==> src/rtl/i2c_gc_pkg.sv <==
package i2c_gc_pkg;
  typedef enum logic [2:0] {
    ST_IDLE, ST_ADDR, ST_ADDR_ACK, ST_DATA, ST_DATA_ACK, ST_SKIP
  } fsm_st_t;

  typedef enum logic [1:0] {
    PH_WAIT_FALL = 2'd0, PH_DRIVE = 2'd1, PH_END = 2'd2
  } ack_ph_t;

  localparam logic [1:0] GCID_NONE = 2'd0;
  localparam logic [1:0] GCID_GC   = 2'd1;
  localparam logic [1:0] GCID_HW   = 2'd2;
endpackage

==> src/rtl/i2c_bus_cond.sv <==
module i2c_bus_cond (
  input  logic clk,
  input  logic rst,
  input  logic scl_i,
  input  logic sda_i,
  output logic start_o,
  output logic stop_o,
  output logic rise_o,
  output logic fall_o
);
  logic scl_q, sda_q;

  always_ff @(posedge clk) begin
    if (rst) begin
      scl_q <= 1'b1;
      sda_q <= 1'b1;
    end else begin
      scl_q <= scl_i;
      sda_q <= sda_i;
    end
  end

  assign start_o = scl_q & scl_i & sda_q & ~sda_i;
  assign stop_o  = scl_q & scl_i & ~sda_q & sda_i;
  assign rise_o  = ~scl_q & scl_i;
  assign fall_o  = scl_q & ~scl_i;
endmodule

==> src/rtl/i2c_gc_fsm.sv <==
module i2c_gc_fsm
  import i2c_gc_pkg::*;
#(
  parameter int ADDR_W = 7
) (
  input  logic              clk,
  input  logic              rst,
  input  logic              sda_i,
  input  logic              start_i,
  input  logic              stop_i,
  input  logic              rise_i,
  input  logic              fall_i,
  input  logic              scl_i,
  input  logic [ADDR_W-1:0] own_addr_i,
  input  logic              gc_en_i,
  input  logic              hgc_en_i,
  input  logic [ADDR_W:0]   alt_i,
  input  logic              early_tx_i,
  input  logic              nack_set_i,
  output logic              sda_low_o,
  output logic              tx_req_o,
  output logic              gc_hit_o,
  output logic              hgc_hit_o,
  output logic              rstart_hit_o,
  output logic              nack_pend_o
);
  localparam int BYTE_W = ADDR_W + 1;
  localparam int CNT_W  = $clog2(BYTE_W);
  localparam logic [CNT_W-1:0] LAST_BIT = CNT_W'(BYTE_W - 1);

  fsm_st_t           state;
  ack_ph_t           ph;
  logic [BYTE_W-1:0] shreg;
  logic [BYTE_W-1:0] byte_nx;
  logic [CNT_W-1:0]  cnt;
  logic              ack_q, rw_q, gc_q, first_q;
  logic              own_m, gc_m, hit;

  assign byte_nx = {shreg[BYTE_W-2:0], sda_i};
  assign own_m   = (byte_nx[BYTE_W-1:1] == own_addr_i);
  assign gc_m    = gc_en_i && (byte_nx == '0);
  assign hit     = own_m || gc_m;

  always_ff @(posedge clk) begin
    if (rst) begin
      state        <= ST_IDLE;
      ph           <= PH_WAIT_FALL;
      shreg        <= '0;
      cnt          <= '0;
      ack_q        <= 1'b0;
      rw_q         <= 1'b0;
      gc_q         <= 1'b0;
      first_q      <= 1'b0;
      sda_low_o    <= 1'b0;
      tx_req_o     <= 1'b0;
      gc_hit_o     <= 1'b0;
      hgc_hit_o    <= 1'b0;
      rstart_hit_o <= 1'b0;
      nack_pend_o  <= 1'b0;
    end else begin
      tx_req_o     <= 1'b0;
      gc_hit_o     <= 1'b0;
      hgc_hit_o    <= 1'b0;
      rstart_hit_o <= 1'b0;
      if (start_i) begin
        rstart_hit_o <= (state != ST_IDLE);
        state        <= ST_ADDR;
        cnt          <= '0;
        sda_low_o    <= 1'b0;
      end else if (stop_i) begin
        state     <= ST_IDLE;
        sda_low_o <= 1'b0;
      end else begin
        unique case (state)
          ST_ADDR: if (rise_i) begin
            shreg <= byte_nx;
            cnt   <= cnt + 1'b1;
            if (cnt == LAST_BIT) begin
              state <= ST_ADDR_ACK;
              ph    <= PH_WAIT_FALL;
              rw_q  <= byte_nx[0];
              gc_q  <= gc_m && !own_m;
              ack_q <= hit && !nack_pend_o;
              if (hit) nack_pend_o <= 1'b0;
              if (hit && !nack_pend_o && gc_m && !own_m) gc_hit_o <= 1'b1;
              if (hit && !nack_pend_o && early_tx_i && byte_nx[0]) tx_req_o <= 1'b1;
            end
          end
          ST_DATA: if (rise_i) begin
            shreg <= byte_nx;
            cnt   <= cnt + 1'b1;
            if (cnt == LAST_BIT) begin
              state   <= ST_DATA_ACK;
              ph      <= PH_WAIT_FALL;
              ack_q   <= 1'b1;
              first_q <= 1'b0;
              if (first_q && gc_q && gc_en_i && hgc_en_i && alt_i[0] && byte_nx == alt_i)
                hgc_hit_o <= 1'b1;
            end
          end
          ST_ADDR_ACK, ST_DATA_ACK: begin
            unique case (ph)
              PH_WAIT_FALL: if (fall_i) begin
                sda_low_o <= ack_q;
                ph        <= PH_DRIVE;
              end
              PH_DRIVE: if (rise_i) begin
                ph <= PH_END;
                if (state == ST_ADDR_ACK && !early_tx_i && ack_q && rw_q) tx_req_o <= 1'b1;
              end
              default: if (fall_i) begin
                sda_low_o <= 1'b0;
                cnt       <= '0;
                if (state == ST_ADDR_ACK) first_q <= 1'b1;
                state <= (ack_q && !rw_q) ? ST_DATA : ST_SKIP;
              end
            endcase
          end
          default: ;
        endcase
      end
      if (nack_set_i) nack_pend_o <= 1'b1;
    end
  end

  assert_ack_scl_low_R2: assert property (@(posedge clk) disable iff (rst)
    $rose(sda_low_o) |-> !scl_i);
  assert_txreq_pulse_R8: assert property (@(posedge clk) disable iff (rst)
    tx_req_o |=> !tx_req_o);
  assert_gc_needs_en_R3: assert property (@(posedge clk) disable iff (rst)
    gc_hit_o |-> $past(gc_en_i));
  assert_hgc_needs_en_R5: assert property (@(posedge clk) disable iff (rst)
    hgc_hit_o |-> $past(hgc_en_i && alt_i[0]));
endmodule

==> src/rtl/i2c_gc_status.sv <==
module i2c_gc_status
  import i2c_gc_pkg::*;
(
  input  logic       clk,
  input  logic       rst,
  input  logic       gc_hit_i,
  input  logic       hgc_hit_i,
  input  logic       rstart_hit_i,
  input  logic       stop_hit_i,
  input  logic       gc_clr_i,
  input  logic       evt_clr_i,
  input  logic       ien_rstart_i,
  input  logic       ien_stop_i,
  output logic       gc_stat_o,
  output logic [1:0] gc_id_o,
  output logic       rstart_o,
  output logic       stop_o,
  output logic       irq_o
);
  logic [1:0] id_base, id_nx;

  always_comb begin
    id_base = gc_clr_i ? GCID_NONE : gc_id_o;
    id_nx   = id_base;
    if (gc_hit_i && id_base == GCID_NONE) id_nx = GCID_GC;
    if (hgc_hit_i) id_nx = GCID_HW;
  end

  always_ff @(posedge clk) begin
    if (rst) begin
      gc_stat_o <= 1'b0;
      gc_id_o   <= GCID_NONE;
      rstart_o  <= 1'b0;
      stop_o    <= 1'b0;
      irq_o     <= 1'b0;
    end else begin
      gc_id_o   <= id_nx;
      gc_stat_o <= (gc_stat_o && !gc_clr_i) || gc_hit_i;
      rstart_o  <= (rstart_o && !evt_clr_i) || rstart_hit_i;
      stop_o    <= (stop_o && !evt_clr_i) || stop_hit_i;
      irq_o     <= (rstart_o && ien_rstart_i) || (stop_o && ien_stop_i);
    end
  end

  assert_gcid_sticky_R6: assert property (@(posedge clk) disable iff (rst)
    !gc_clr_i |=> (gc_id_o >= $past(gc_id_o)));
  assert_irq_gated_R9: assert property (@(posedge clk) disable iff (rst)
    irq_o |-> $past((rstart_o && ien_rstart_i) || (stop_o && ien_stop_i)));
endmodule

==> src/rtl/i2c_gc_addr_ctrl.sv <==
module i2c_gc_addr_ctrl #(
  parameter int ADDR_W = 7
) (
  input  logic              clk,
  input  logic              rst,
  input  logic              scl_i,
  input  logic              sda_i,
  input  logic [ADDR_W-1:0] own_addr_i,
  input  logic              gc_en_i,
  input  logic              hgc_en_i,
  input  logic [ADDR_W:0]   alt_i,
  input  logic              early_tx_i,
  input  logic              nack_set_i,
  input  logic              gc_clr_i,
  input  logic              evt_clr_i,
  input  logic              ien_rstart_i,
  input  logic              ien_stop_i,
  output logic              sda_low_o,
  output logic              tx_req_o,
  output logic              gc_stat_o,
  output logic [1:0]        gc_id_o,
  output logic              rstart_o,
  output logic              stop_o,
  output logic              irq_o,
  output logic              nack_pend_o
);
  logic start_w, stop_w, rise_w, fall_w;
  logic gc_hit_w, hgc_hit_w, rstart_hit_w;

  i2c_bus_cond cond_i (
    .clk(clk), .rst(rst), .scl_i(scl_i), .sda_i(sda_i),
    .start_o(start_w), .stop_o(stop_w), .rise_o(rise_w), .fall_o(fall_w)
  );

  i2c_gc_fsm #(.ADDR_W(ADDR_W)) fsm_i (
    .clk(clk), .rst(rst), .sda_i(sda_i),
    .start_i(start_w), .stop_i(stop_w), .rise_i(rise_w), .fall_i(fall_w),
    .scl_i(scl_i), .own_addr_i(own_addr_i), .gc_en_i(gc_en_i),
    .hgc_en_i(hgc_en_i), .alt_i(alt_i), .early_tx_i(early_tx_i),
    .nack_set_i(nack_set_i), .sda_low_o(sda_low_o), .tx_req_o(tx_req_o),
    .gc_hit_o(gc_hit_w), .hgc_hit_o(hgc_hit_w), .rstart_hit_o(rstart_hit_w),
    .nack_pend_o(nack_pend_o)
  );

  i2c_gc_status status_i (
    .clk(clk), .rst(rst), .gc_hit_i(gc_hit_w), .hgc_hit_i(hgc_hit_w),
    .rstart_hit_i(rstart_hit_w), .stop_hit_i(stop_w), .gc_clr_i(gc_clr_i),
    .evt_clr_i(evt_clr_i), .ien_rstart_i(ien_rstart_i), .ien_stop_i(ien_stop_i),
    .gc_stat_o(gc_stat_o), .gc_id_o(gc_id_o), .rstart_o(rstart_o),
    .stop_o(stop_o), .irq_o(irq_o)
  );
endmodule

==> config.mk <==
export PLATFORM = sky130hd
export DESIGN_NAME = i2c_gc_addr_ctrl
export DESIGN_NICKNAME = d
export VERILOG_FILES = /design/src/rtl/i2c_gc_pkg.sv /design/src/rtl/i2c_bus_cond.sv /design/src/rtl/i2c_gc_fsm.sv /design/src/rtl/i2c_gc_status.sv /design/src/rtl/i2c_gc_addr_ctrl.sv
export SDC_FILE = /design/constraint.sdc
export NUM_CORES = 1
export LEC_CHECK = 0
export ABC_CLOCK_PERIOD_IN_PS = 3200
export BUFFER_PORTS_ARGS = -buffer_cell sky130_fd_sc_hd__buf_2
export CAP_MARGIN = 25
export CORE_UTILIZATION = 57
export CTS_CLUSTER_DIAMETER = 30
export DETAILED_ROUTE_END_ITERATION = 7
export GPL_ROUTABILITY_DRIVEN = 0
export MAX_ROUTING_LAYER = met4
export PLACE_DENSITY = 0.84
export SYNTH_ARGS = -nofsm -noshare
export SYNTH_HDL_FRONTEND = slang
export SYNTH_SLANG_ARGS = --single-unit
==> constraint.sdc <==
create_clock -name clk -period 3.2 [get_ports clk]
set_input_delay 0.32 -clock clk [delete_from_list [all_inputs] [get_ports clk]]
set_output_delay 0.32 -clock clk [all_outputs]
set_load 0.01 [all_outputs]
==> impl_metrics.env <==
export IMPL_synth_fp_nets=211
export IMPL_fmax_mhz=555.6
export IMPL_clock_latency_ns=0.33
export IMPL_synthSimpleGateAreaFrac=0.2869
export IMPL_clk_root_buffer_cell="clkbuf_4"
export IMPL_route_detailed_drc=0
export IMPL_final_hold_viol_count=0
export IMPL_synth_top_cell_area_share=0.4207
export IMPL_timing_final_crit_share=0.5624
export IMPL_drive_gt1_frac=0.2304
export IMPL_diodes=0
export IMPL_p_leak_nw=0.7284
export IMPL_vias=1416
export IMPL_synthXorXnorAreaFrac=0.08924
export IMPL_hold_buffers=0
export IMPL_cts_sinks=33
export IMPL_multi_input_area_um2=857.1
export IMPL_worst_setup_path_end_kind="flip-flop"
export IMPL_period_needed_ns=1.800
export IMPL_core_area_um2=2545
export IMPL_r2r_cells=5
export IMPL_grt_usage=0.2599
export IMPL_synthArstFlopShare=0
export IMPL_grt_ovfl_total=0
export IMPL_fin_skew_ns=0.005765
export IMPL_post_cts_buffers=0
export IMPL_crit_path_max_fanout=14
export IMPL_comb_power_share=0.079
export IMPL_fin_ws_ns=1.400
export IMPL_setup_reg_to_reg_worst_slack_ns=1.40
export IMPL_fill_cells=209
export IMPL_die_x_um=54.49
export IMPL_antenna_found_initial=0
export IMPL_synth_seq_cells=33
export IMPL_power_frac_seq=0.590
export IMPL_first_iter_violations=44
export IMPL_start_kind="flip-flop"
export IMPL_r2r_end="fsm_i.tx_req_o"
export IMPL_grt_pass1_vias=1174
export IMPL_p_clk_frac=0.331
export IMPL_dp_slack_ns=1.439
export IMPL_layout_commonest_cell="buf_2"
export IMPL_switching_share=0.2351
export IMPL_setup_viol=0
export IMPL_worstPathRequired_ns=3.45
export IMPL_final_area_um2=1808
export IMPL_wl_um=3376
export IMPL_p_int_mw=0.5443
export IMPL_port_buffers=35
export IMPL_netlist_area_um2=1570
export IMPL_synth_top_family_by_area="simple AND/OR/NAND/NOR gates"
export IMPL_p_sw_mw=0.1673
export IMPL_syn_avg_cell_area_um2=8.628
export IMPL_start_util=0.6170
export IMPL_power_mw=0.7116
export IMPL_final_nets=246
export IMPL_r2r_start="fsm_i.state[0]"
export IMPL_viasPerCell=5.733
export IMPL_grt_setup_unrepaired="no"
export IMPL_path_clk_slew_ns=0.09
export IMPL_dpl_cell_area_um2=1753
export IMPL_synth_flop_cell="dfxtp_1"
export IMPL_drt_pre_antenna_iters=4
export IMPL_cap_violations=0
export IMPL_crit_arrival_ns=2.05
export IMPL_grt_max_degree=27
export IMPL_register_area_um2=660.6
export IMPL_cts_buffer_depth=2
export IMPL_dieArea_um2=2969
export IMPL_area_growth_pct=15.14
export IMPL_hp_start="ien_stop_i"
export IMPL_worst_slew_pin_slew_ns=0.4488
export IMPL_slew_headroom=0.7008
export IMPL_fp_dieH_um=54.49
export IMPL_row_count=18
export IMPL_final_cell_mix="buf_2, dfxtp_1, nand2_1"
export IMPL_yosysSeqAreaShare=0.4207
export IMPL_min_path_cells=3
export IMPL_synthAdderAreaFrac=0.01594
export IMPL_ys_top_cells_by_area="dfxtp_1, a21oi_1, xnor2_1, nand2_1, nor2_1"
export IMPL_yosys_warnings=0
export IMPL_yosys_area_top_type="dfxtp_1"
export IMPL_slew_violations=0
export IMPL_grt_pass1_wl_um=5168
export IMPL_tns_ns=0
export IMPL_dp_hpwl_um=2517
export IMPL_synth_compound_area_share=0.1474
export IMPL_critical_path_class="flip-flop to flip-flop"
export IMPL_synth_distinct_cells=39
export IMPL_ios=36
export IMPL_cts_tree="built"
export IMPL_numCtsBuffers=5
export IMPL_h_tree_depth=2
export IMPL_synth_edf_count=0
export IMPL_ir_drop_mv=0.3674
export IMPL_syn_inst=182
export IMPL_hold_end="status_i.irq_o"
export IMPL_drt_wirelength_per_cell_um=13.67
export IMPL_power_density_nw_per_um2=393.6
export IMPL_cts_resized=0
export IMPL_hp_class="input pin to flip-flop"
export IMPL_ant_nets=0
export IMPL_synth_mux_area_frac=0.006375
export IMPL_status="complete, no violations"
-- state kept, by name, indices dropped and copies added (netlist names), 2 cells and up --
| signal | cells |
|---|---|
| fsm_i.ph | 2 |
| fsm_i.cnt | 3 |
| status_i.gc_id_o | 2 |
| fsm_i.shreg | 7 |
| fsm_i.state | 3 |
-- worst max-delay path, stage by stage (launching register included) --
cell,delay (ns)
dfxtp_1,0.53
and4bb_2,0.52
nand3b_4,0.15
nor2_1,0.14
nand4_1,0.12
a221oi_2,0.25
-- synth_stat cells, types with 2 or more instances --
library cell	count
a31oi_1	2
inv_1	6
xor2_1	5
nor4_1	3
nand4_1	4
buf_2	3
nand3_1	8
a21o_1	2
dfxtp_1	33
nand4b_1	3
ha_1	2
o21ai_0	3
nand2b_1	5
nor2_1	14
a22oi_1	2
nor3_1	7
nand2_1	23
clkbuf_1	4
nand3b_1	3
xnor2_1	11
a21oi_1	20
or2_2	2
-- cell type report --
| type | instances | area share |
|---|---|---|
| multi-input combinational | 136 | 0.4740 |
| sequential | 33 | 0.3654 |
| timing repair buffer | 35 | 0.09689 |
| clock buffer | 7 | 0.03045 |
| tap | 30 | 0.02076 |
| inverter | 6 | 0.01246 |
-- routing by layer --
layer / track usage / wire length, um / vias up
met3: 0.05833 / 215 / 8
met2: 0.3984 / 1622 / 61
li1: - / - / 707
met5: - / 0 / -
met4: 0.1282 / 67 / 0
met1: 0.3197 / 1469 / 640
-- metrics by stage --
stage,utilization,cells,hold WS [ns]
2_1_floorplan,-,182,0.3975
3_3_place_gp,0.6888,240,0.4039
3_5_place_dp,0.6888,240,0.4308
4_1_cts,0.7104,247,0.2129
5_1_grt,0.7104,247,0.2212
6_report,0.7104,247,0.2149
-- power groups by stage --
stage	Combinational (mW)	Clock, mW	Sequential [mW]
after detailed placement	0.0558	0	0.429
final	0.0564	0.235	0.420
after global routing	0.0616	0.258	0.421
after global placement	0.0540	0	0.429
after CTS	0.0561	0.241	0.420
after floorplan	0.0327	0	0.427
-- worst max-delay path by stage --
| stage | startpoint | endpoint | slack (ns) | cells after the start |
|---|---|---|---|---|
| after floorplan | fsm_i.state[2] | fsm_i.ph[0] | 1.73 | 5 |
| after global placement | fsm_i.state[0] | fsm_i.tx_req_o | 1.54 | 5 |
| after detailed placement | fsm_i.state[0] | fsm_i.tx_req_o | 1.44 | 5 |
| after CTS | fsm_i.state[0] | fsm_i.tx_req_o | 1.41 | 5 |
| after global routing | fsm_i.state[0] | fsm_i.tx_req_o | 1.28 | 5 |
| final | fsm_i.state[0] | fsm_i.tx_req_o | 1.40 | 5 |
-- cell families (layout without fill, tap and decap cells) --
group / count (synthesis) / after routing
and+or+nand+nor: 82 / 82
AOI/OAI and AO/OA: 35 / 35
DFF: 33 / 33
xor gates and xnor gates: 16 / 16
buffers and inverters: 13 / 48
adders and majority gates: 2 / 2
muxes: 1 / 1
No activity file was read; power rests on OpenSTA's default activity.
